[config.mk]
export PLATFORM = sky130hd
export DESIGN_NAME = spi3_cfg_slave
export DESIGN_NICKNAME = d
export VERILOG_FILES = /design/src/rtl/spi3_cfg_pkg.sv /design/src/rtl/spi3_pin_sync.sv /design/src/rtl/spi3_reg_bank.sv /design/src/rtl/spi3_frame_fsm.sv /design/src/rtl/spi3_cfg_slave.sv
export SDC_FILE = /design/constraint.sdc
export NUM_CORES = 1
export LEC_CHECK = 0
export ABC_CLOCK_PERIOD_IN_PS = 5800
export BUFFER_PORTS_ARGS = -buffer_cell sky130_fd_sc_hd__buf_2
export CAP_MARGIN = 30
export CELL_PAD_IN_SITES_DETAIL_PLACEMENT = 1
export CELL_PAD_IN_SITES_GLOBAL_PLACEMENT = 1
export CORE_AREA = 3 3 232 234
export CTS_CLUSTER_DIAMETER = 80
export CTS_CLUSTER_SIZE = 10
export DETAILED_ROUTE_END_ITERATION = 16
export DIE_AREA = 0 0 235 237
export PLACE_DENSITY = 0.8
export SYNTH_ARGS = -nofsm -noshare
export SYNTH_HDL_FRONTEND = slang
export SYNTH_SLANG_ARGS = --single-unit
[constraint.sdc]
create_clock -name clk -period 5.8 [get_ports clk]
set_input_delay 0.58 -clock clk [delete_from_list [all_inputs] [get_ports clk]]
set_output_delay 0.58 -clock clk [all_outputs]
set_load 0.05 [all_outputs]
[src/rtl/spi3_cfg_pkg.sv]
package spi3_cfg_pkg;

    localparam int unsigned CFG_REG_W   = 32;
    localparam int unsigned CFG_REG_CNT = 11;
    localparam int unsigned HDR_PAD_W   = 8;
    localparam int unsigned HDR_IDX_W   = 4;
    localparam int unsigned HDR_TURN_W  = 3;

    typedef enum logic [2:0] {
        ST_IDLE,
        ST_ADDR,
        ST_RW,
        ST_TURN,
        ST_DATA,
        ST_DONE
    } frame_state_e;

    // Power-up contents of each register, by index.
    function automatic logic [CFG_REG_W-1:0] reg_default(input int unsigned idx);
        logic [31:0] v;
        case (idx)
            0:       v = 32'hBEA41603;
            1:       v = 32'h20550288;
            2:       v = 32'h0EAFA1DC;
            3:       v = 32'h698C0008;
            4:       v = 32'h00C00080;
            5:       v = 32'h08000070;
            6:       v = 32'h08000000;
            7:       v = 32'h010061B2;
            8:       v = 32'h01E0F401;
            9:       v = 32'h00C00002;
            10:      v = 32'h010061B0;
            default: v = 32'h0;
        endcase
        return CFG_REG_W'(v);
    endfunction

endpackage

[src/rtl/spi3_pin_sync.sv]
module spi3_pin_sync #(
    parameter int unsigned STAGES = 2
) (
    input  logic clk,
    input  logic rst_n,
    input  logic sclk,
    input  logic cs_n,
    input  logic sdi,
    output logic sclk_rise,
    output logic sclk_fall,
    output logic cs_act,
    output logic sdi_s
);

    logic [STAGES-1:0] sclk_sr;
    logic [STAGES-1:0] cs_sr;
    logic [STAGES-1:0] sdi_sr;
    logic              sclk_prev;

    always_ff @(posedge clk or negedge rst_n) begin
        if (!rst_n) begin
            sclk_sr   <= '0;
            cs_sr     <= '1;
            sdi_sr    <= '0;
            sclk_prev <= 1'b0;
        end else begin
            sclk_sr   <= {sclk_sr[STAGES-2:0], sclk};
            cs_sr     <= {cs_sr[STAGES-2:0], cs_n};
            sdi_sr    <= {sdi_sr[STAGES-2:0], sdi};
            sclk_prev <= sclk_sr[STAGES-1];
        end
    end

    assign sclk_rise = sclk_sr[STAGES-1] & ~sclk_prev;
    assign sclk_fall = ~sclk_sr[STAGES-1] & sclk_prev;
    assign cs_act    = ~cs_sr[STAGES-1];
    assign sdi_s     = sdi_sr[STAGES-1];

endmodule

[src/rtl/spi3_reg_bank.sv]
module spi3_reg_bank
    import spi3_cfg_pkg::*;
#(
    parameter int unsigned DATA_W   = CFG_REG_W,
    parameter int unsigned NUM_REGS = CFG_REG_CNT,
    parameter int unsigned ADR_W    = HDR_IDX_W
) (
    input  logic                         clk,
    input  logic                         rst_n,
    input  logic                         wr_en,
    input  logic [ADR_W-1:0]             wr_addr,
    input  logic [DATA_W-1:0]            wr_data,
    input  logic [ADR_W-1:0]             rd_addr,
    output logic [DATA_W-1:0]            rd_data,
    output logic [NUM_REGS*DATA_W-1:0]   regs_flat
);

    localparam logic [ADR_W:0] REG_LIMIT = (ADR_W+1)'(NUM_REGS);

    logic [DATA_W-1:0] q [NUM_REGS];

    for (genvar i = 0; i < NUM_REGS; i++) begin : g_reg
        always_ff @(posedge clk or negedge rst_n) begin
            if (!rst_n) begin
                q[i] <= reg_default(i);
            end else if (wr_en && wr_addr == ADR_W'(i)) begin
                q[i] <= wr_data;
            end
        end
        assign regs_flat[i*DATA_W +: DATA_W] = q[i];


        reg_hold_chk: assert property (@(posedge clk) disable iff (!rst_n)
            !(wr_en && wr_addr == ADR_W'(i)) |=> $stable(q[i]));
    end

    always_comb begin
        rd_data = '0;
        for (int i = 0; i < NUM_REGS; i++) begin
            if (rd_addr == ADR_W'(i)) rd_data = q[i];
        end
    end


    wr_range_chk: assert property (@(posedge clk) disable iff (!rst_n)
        wr_en |-> ({1'b0, wr_addr} < REG_LIMIT));

endmodule

[src/rtl/spi3_frame_fsm.sv]
module spi3_frame_fsm
    import spi3_cfg_pkg::*;
#(
    parameter int unsigned PAD_W    = HDR_PAD_W,
    parameter int unsigned ADR_W    = HDR_IDX_W,
    parameter int unsigned TURN_W   = HDR_TURN_W,
    parameter int unsigned DATA_W   = CFG_REG_W,
    parameter int unsigned NUM_REGS = CFG_REG_CNT
) (
    input  logic              clk,
    input  logic              rst_n,
    input  logic              sclk_rise,
    input  logic              sclk_fall,
    input  logic              cs_act,
    input  logic              sdi,
    input  logic [DATA_W-1:0] rd_data,
    output logic [ADR_W-1:0]  rd_addr,
    output logic              wr_en,
    output logic [ADR_W-1:0]  wr_addr,
    output logic [DATA_W-1:0] wr_data,
    output logic              sdo,
    output logic              sdo_oe
);

    localparam int unsigned HDR_W   = PAD_W + ADR_W;
    localparam int unsigned FRAME_W = HDR_W + 1 + TURN_W + DATA_W;
    localparam int unsigned CNT_W   = $clog2(FRAME_W + 1);
    localparam logic [CNT_W-1:0] LAST_HDR  = CNT_W'(HDR_W - 1);
    localparam logic [CNT_W-1:0] LAST_TURN = CNT_W'(HDR_W + TURN_W);
    localparam logic [CNT_W-1:0] LAST_BIT  = CNT_W'(FRAME_W - 1);
    localparam logic [ADR_W:0]   REG_LIMIT = (ADR_W+1)'(NUM_REGS);

    frame_state_e      state, state_nx;
    logic [CNT_W-1:0]  cnt;
    logic [HDR_W-1:0]  hdr_sr;
    logic              rw_q;
    logic [DATA_W-1:0] din_sr;
    logic [DATA_W-1:0] dout_sr;
    logic              oe_q;
    logic              sdo_q;
    logic              wr_en_q;
    logic              hit;
    logic              in_frame;

    assign rd_addr  = hdr_sr[ADR_W-1:0];
    assign hit      = (hdr_sr[HDR_W-1 -: PAD_W] == '0) &&
                      ({1'b0, hdr_sr[ADR_W-1:0]} < REG_LIMIT);
    assign in_frame = (state == ST_ADDR) || (state == ST_RW) ||
                      (state == ST_TURN) || (state == ST_DATA);

    // State register
    always_ff @(posedge clk or negedge rst_n) begin
        if (!rst_n) state <= ST_IDLE;
        else        state <= state_nx;
    end

    // Next state
    always_comb begin
        state_nx = state;
        unique case (state)
            ST_IDLE: if (cs_act) state_nx = ST_ADDR;
            ST_ADDR: if (sclk_rise && cnt == LAST_HDR) state_nx = ST_RW;
            ST_RW:   if (sclk_rise) state_nx = ST_TURN;
            ST_TURN: if (sclk_rise && cnt == LAST_TURN) state_nx = ST_DATA;
            ST_DATA: if (sclk_rise && cnt == LAST_BIT) state_nx = ST_DONE;
            ST_DONE: state_nx = ST_DONE;
        endcase
        if (!cs_act) state_nx = ST_IDLE;
    end

    // Outputs and data path
    always_ff @(posedge clk or negedge rst_n) begin
        if (!rst_n) begin
            cnt     <= '0;
            hdr_sr  <= '0;
            rw_q    <= 1'b0;
            din_sr  <= '0;
            dout_sr <= '0;
            oe_q    <= 1'b0;
            sdo_q   <= 1'b0;
            wr_en_q <= 1'b0;
        end else begin
            wr_en_q <= 1'b0;
            if (!cs_act) begin
                cnt  <= '0;
                oe_q <= 1'b0;
            end else begin
                if (sclk_rise && in_frame) cnt <= cnt + 1'b1;
                if (sclk_rise && state == ST_ADDR) hdr_sr <= {hdr_sr[HDR_W-2:0], sdi};
                if (sclk_rise && state == ST_RW) rw_q <= sdi;
                if (sclk_rise && state == ST_TURN && cnt == LAST_TURN)
                    dout_sr <= (rw_q && hit) ? rd_data : '0;
                if (sclk_rise && state == ST_DATA) begin
                    din_sr <= {din_sr[DATA_W-2:0], sdi};
                    if (cnt == LAST_BIT && !rw_q && hit) wr_en_q <= 1'b1;
                end
                if (sclk_fall) begin
                    if (state == ST_DATA && rw_q) begin
                        oe_q    <= 1'b1;
                        sdo_q   <= dout_sr[DATA_W-1];
                        dout_sr <= {dout_sr[DATA_W-2:0], 1'b0};
                    end else begin
                        oe_q <= 1'b0;
                    end
                end
            end
        end
    end

    assign wr_en   = wr_en_q;
    assign wr_addr = hdr_sr[ADR_W-1:0];
    assign wr_data = din_sr;
    assign sdo     = sdo_q;
    assign sdo_oe  = oe_q;


    oe_read_only_chk: assert property (@(posedge clk) disable iff (!rst_n)
        oe_q |-> rw_q);


    oe_start_in_data_chk: assert property (@(posedge clk) disable iff (!rst_n)
        $rose(oe_q) |-> (state == ST_DATA));


    idle_quiet_chk: assert property (@(posedge clk) disable iff (!rst_n)
        (state == ST_IDLE) |-> !oe_q);


    commit_at_end_chk: assert property (@(posedge clk) disable iff (!rst_n)
        wr_en_q |-> (state == ST_DONE));


    done_no_drive_chk: assert property (@(posedge clk) disable iff (!rst_n)
        (state == ST_DONE && $past(state) == ST_DONE && !sclk_fall) |=> $stable(oe_q));

endmodule

[src/rtl/spi3_cfg_slave.sv]
module spi3_cfg_slave
    import spi3_cfg_pkg::*;
#(
    parameter int unsigned DATA_W      = CFG_REG_W,
    parameter int unsigned NUM_REGS    = CFG_REG_CNT,
    parameter int unsigned PAD_W       = HDR_PAD_W,
    parameter int unsigned ADR_W       = HDR_IDX_W,
    parameter int unsigned TURN_W      = HDR_TURN_W,
    parameter int unsigned SYNC_STAGES = 2
) (
    input  logic                       clk,
    input  logic                       rst_n,
    input  logic                       sclk,
    input  logic                       cs_n,
    input  logic                       sdio_i,
    output logic                       sdio_o,
    output logic                       sdio_oe,
    output logic [NUM_REGS*DATA_W-1:0] cfg_regs
);

    logic              sclk_rise;
    logic              sclk_fall;
    logic              cs_act;
    logic              sdi_s;
    logic [ADR_W-1:0]  rd_addr;
    logic [DATA_W-1:0] rd_data;
    logic              wr_en;
    logic [ADR_W-1:0]  wr_addr;
    logic [DATA_W-1:0] wr_data;

    spi3_pin_sync #(.STAGES(SYNC_STAGES)) u_sync (
        .clk       (clk),
        .rst_n     (rst_n),
        .sclk      (sclk),
        .cs_n      (cs_n),
        .sdi       (sdio_i),
        .sclk_rise (sclk_rise),
        .sclk_fall (sclk_fall),
        .cs_act    (cs_act),
        .sdi_s     (sdi_s)
    );

    spi3_frame_fsm #(
        .PAD_W    (PAD_W),
        .ADR_W    (ADR_W),
        .TURN_W   (TURN_W),
        .DATA_W   (DATA_W),
        .NUM_REGS (NUM_REGS)
    ) u_fsm (
        .clk       (clk),
        .rst_n     (rst_n),
        .sclk_rise (sclk_rise),
        .sclk_fall (sclk_fall),
        .cs_act    (cs_act),
        .sdi       (sdi_s),
        .rd_data   (rd_data),
        .rd_addr   (rd_addr),
        .wr_en     (wr_en),
        .wr_addr   (wr_addr),
        .wr_data   (wr_data),
        .sdo       (sdio_o),
        .sdo_oe    (sdio_oe)
    );

    spi3_reg_bank #(
        .DATA_W   (DATA_W),
        .NUM_REGS (NUM_REGS),
        .ADR_W    (ADR_W)
    ) u_bank (
        .clk       (clk),
        .rst_n     (rst_n),
        .wr_en     (wr_en),
        .wr_addr   (wr_addr),
        .wr_data   (wr_data),
        .rd_addr   (rd_addr),
        .rd_data   (rd_data),
        .regs_flat (cfg_regs)
    );

endmodule

==> impl_metrics.tcl <==
set metrics [dict create \
    critPathMaxStageDelay_ns 0.84 \
    dp_slack_ns 2.16 \
    ctsHoldBuffers 0 \
    slew_violations 0 \
    status "complete, no violations" \
    ys_warn_count 0 \
    fin_util_pct 47.1 \
    cp_data_arrival_time_ns 4.24 \
    setup_viol 0 \
    max-slew-margin-rel_pct 30.3 \
    yosysSeqAreaShare_pct 54.7 \
    cts_root_buf "clkbuf_16" \
    finish.instance_area_um2 24600 \
    synth_area_per_cell_um2 12.9 \
    dieWidth_um 235 \
    ir_drop_uv 230 \
    p_leak_nw 12.5 \
    synth.distinct_cells 74 \
    finalCritPeriodShare_pct 65.4 \
    final_common_cell "mux2_2" \
    path_clk_slew_ns 0.06 \
    hold_class "primary input to async pin" \
    cp-start-kind "flip-flop" \
    post_cts_resized 0 \
    switching_share_pct 28.7 \
    worstMarginPinSlew_ns 1.04 \
    clock-sinks 448 \
    hpwl_um 56400 \
    worst_clock_skew_ns 0.0165 \
    coreArea_um2 52200 \
    seqPwrFrac_pct 44.9 \
    hold_viol 0 \
    grt_setup_unrepaired "false" \
    start_util_pct 39.6 \
    syn_to_final_growth_pct 19.0 \
    drtPass1Iterations 6 \
    num_rows 84 \
    final_cell_count_no_fill 2633 \
    drcViolationCount 0 \
    cp-end-kind "flip-flop" \
    synth.cell_area_um2 20700 \
    grt_pass1_wl_um 119000 \
    cp_cell_sequence "buf_4 -> nand3_1 -> o221a_2 -> a221oi_1 -> o21ai_1" \
    seq_area_um2 11300 \
    totalPowerFinal_mw 7.25 \
    routed_via_density 6.05 \
    ant_nets 0 \
    synth-seq-cells 448 \
    cts_max_path_buffers 3 \
    min_period_ns 3.80 \
    ios 359 \
    fill_cells 5439 \
    worstSetupPathType "flip-flop to flip-flop" \
    avgRoutedWirePerCell_um 30.8 \
    routabilityCongestion 0.895 \
    routed_wl_um 81100 \
    grt_usage_pct 28.5 \
    max_freq_mhz 263 \
    async_reset_ff_share_pct 100 \
    combinationalPowerShare_pct 13.1 \
    cp_max_fo 54 \
    grt_start_max_net_pins 132 \
    power.internal_mw 5.17 \
    power.density_nw_per_um2 295 \
    io_buffers 358 \
    grt_pass1_vias 17000 \
    critPathRequiredTime_ns 6.25 \
    drive_gt1_share_pct 51.5 \
    h-tree-depth 2 \
    hold_slack_ns 0.0547 \
    final_nets 1910 \
    drtIter0Drc 1539 \
    cp_slowest_cell "dfrtp_4" \
    die_h_um 237 \
    pwr-share-clk_pct 42.0 \
    antenna_cells 0 \
    multi_input_area_um2 8720 \
    routed-via-count 15900 \
    synth_cells 1601 \
    power.switching_mw 2.08 \
    dp_cells 2539 \
    postCtsSetupBuffers 0 \
    crit_family "compound AO/OA/AOI/OAI gates" \
    cts_buffers 51 \
    cts_tree "built" \
    crit_buf_inv 1 \
    post_dp_cell_area_um2 23100 \
    cap_violations 0 \
    grt_remaining_overflow 0 \
    setup-tns-final_ns 0 \
    synth_nets 1607 \
    antenna_found_initial 1 \
    dieArea_um2 55700 \
    clk_latency_ns 0.59 \
    layout_setup_ws_ns 2.00 \
    synth_edf_count 0 \
    layout_common_cells "407 x mux2_2, 359 x dfrtp_1, 357 x buf_2" \
    synth_ff_type "dfrtp_1" \
]
## routing by layer
layer / global-route usage (%) / share of wire (%) / up-vias
met2: 45.4 / 47 / 780
met5: 0 / 0.016 / -
met4: 11.9 / 4.2 / 2
met1: 37.1 / 40 / 8462
met3: 7.16 / 8.7 / 191
li1: - / - / 6490
## registers in the layout (all words and copies together) (netlist names)
register / cells
u_fsm.wr_en: 1
u_fsm.cnt: 6
u_fsm.sdo_oe: 1
u_bank.regs_flat: 352
u_sync.sdi_sr: 2
u_fsm.sdo: 1
u_fsm.hdr_sr: 12
u_sync.sclk_sr: 2
u_fsm.wr_data: 32
u_sync.cs_sr: 2
u_fsm.rw_q: 1
u_sync.sclk_prev: 1
u_fsm.dout_sr: 32
u_fsm.state: 3
## power groups by stage
stage	clock network, mW	logic (mW)	registers [mW]
2_1_floorplan	0	0.618	3.21
3_3_place_gp	0	0.896	3.30
3_5_place_dp	0	0.920	3.30
4_1_cts	3.09	0.930	3.25
5_1_grt	3.22	1.01	3.26
6_report	3.05	0.951	3.26
## cell families after synthesis
family,synth area share [%]
mux,25.7
flops,54.7
simple gates,5.53
buf+inv,3.45
fa+ha+maj,0.0604
compound gates,10.4
xor+xnor,0.254
## Yosys cell counts (6+ instances only)
master,count,area share (%)
a221oi_2,6,0.44
mux4_2,15,1.6
a221oi_1,22,0.93
nor3_1,20,0.48
and2_1,7,0.21
dfstp_2,85,11
o221ai_1,7,0.30
dfrtp_1,363,44
o21ai_1,11,0.27
buf_1,15,0.27
mux2i_1,29,1.4
buf_2,54,1.3
a21boi_0,7,0.25
nand3_1,6,0.15
o22a_1,6,0.25
nor2b_1,15,0.45
a22oi_1,22,0.80
a21oi_1,42,1.0
o31ai_1,11,0.40
inv_1,18,0.33
a221o_1,9,0.44
a211oi_1,6,0.22
a2111oi_0,8,0.34
mux2_2,407,22
mux2_1,9,0.49
nand2b_1,8,0.24
nor2_1,79,1.4
nand2_1,62,1.1
o21ai_0,51,1.2
a222oi_1,7,0.34
o22ai_1,24,0.73
clkbuf_1,62,1.1
a21o_1,14,0.51
## path summary, 6_finish.rpt
path	from	to	slack [ns]	depth (start not counted)
setup / recovery	u_fsm.hdr_sr[0]$_DFFE_PN0P_	u_fsm.dout_sr[16]$_DFFE_PN0N_	2.00	5
hold / removal	rst_n	u_bank.regs_flat[262]$_DFFE_PN0P_	0.05	1
setup reg to reg	u_fsm.hdr_sr[0]$_DFFE_PN0P_	u_fsm.dout_sr[16]$_DFFE_PN0N_	2.00	5
hold reg to reg	u_sync.sclk_sr[0]$_DFF_PN0_	u_sync.sclk_sr[1]$_DFF_PN0_	0.37	0
max in group asynchronous	rst_n	u_bank.regs_flat[46]$_DFFE_PN0P_	4.26	2
min in group clk	cs_n	u_sync.cs_sr[0]$_DFF_PN1_	0.09	1
## cell type report
| class | instances | area share (%) |
|---|---|---|
| multi-input cells | 994 | 35.4 |
| clock buffers | 91 | 5.96 |
| clock inverters | 3 | 0.173 |
| flip-flops and latches | 448 | 46.0 |
| repair buffers | 390 | 8.68 |
| well taps | 688 | 3.50 |
| inverters | 19 | 0.290 |
(Power assumes the default switching activity.)
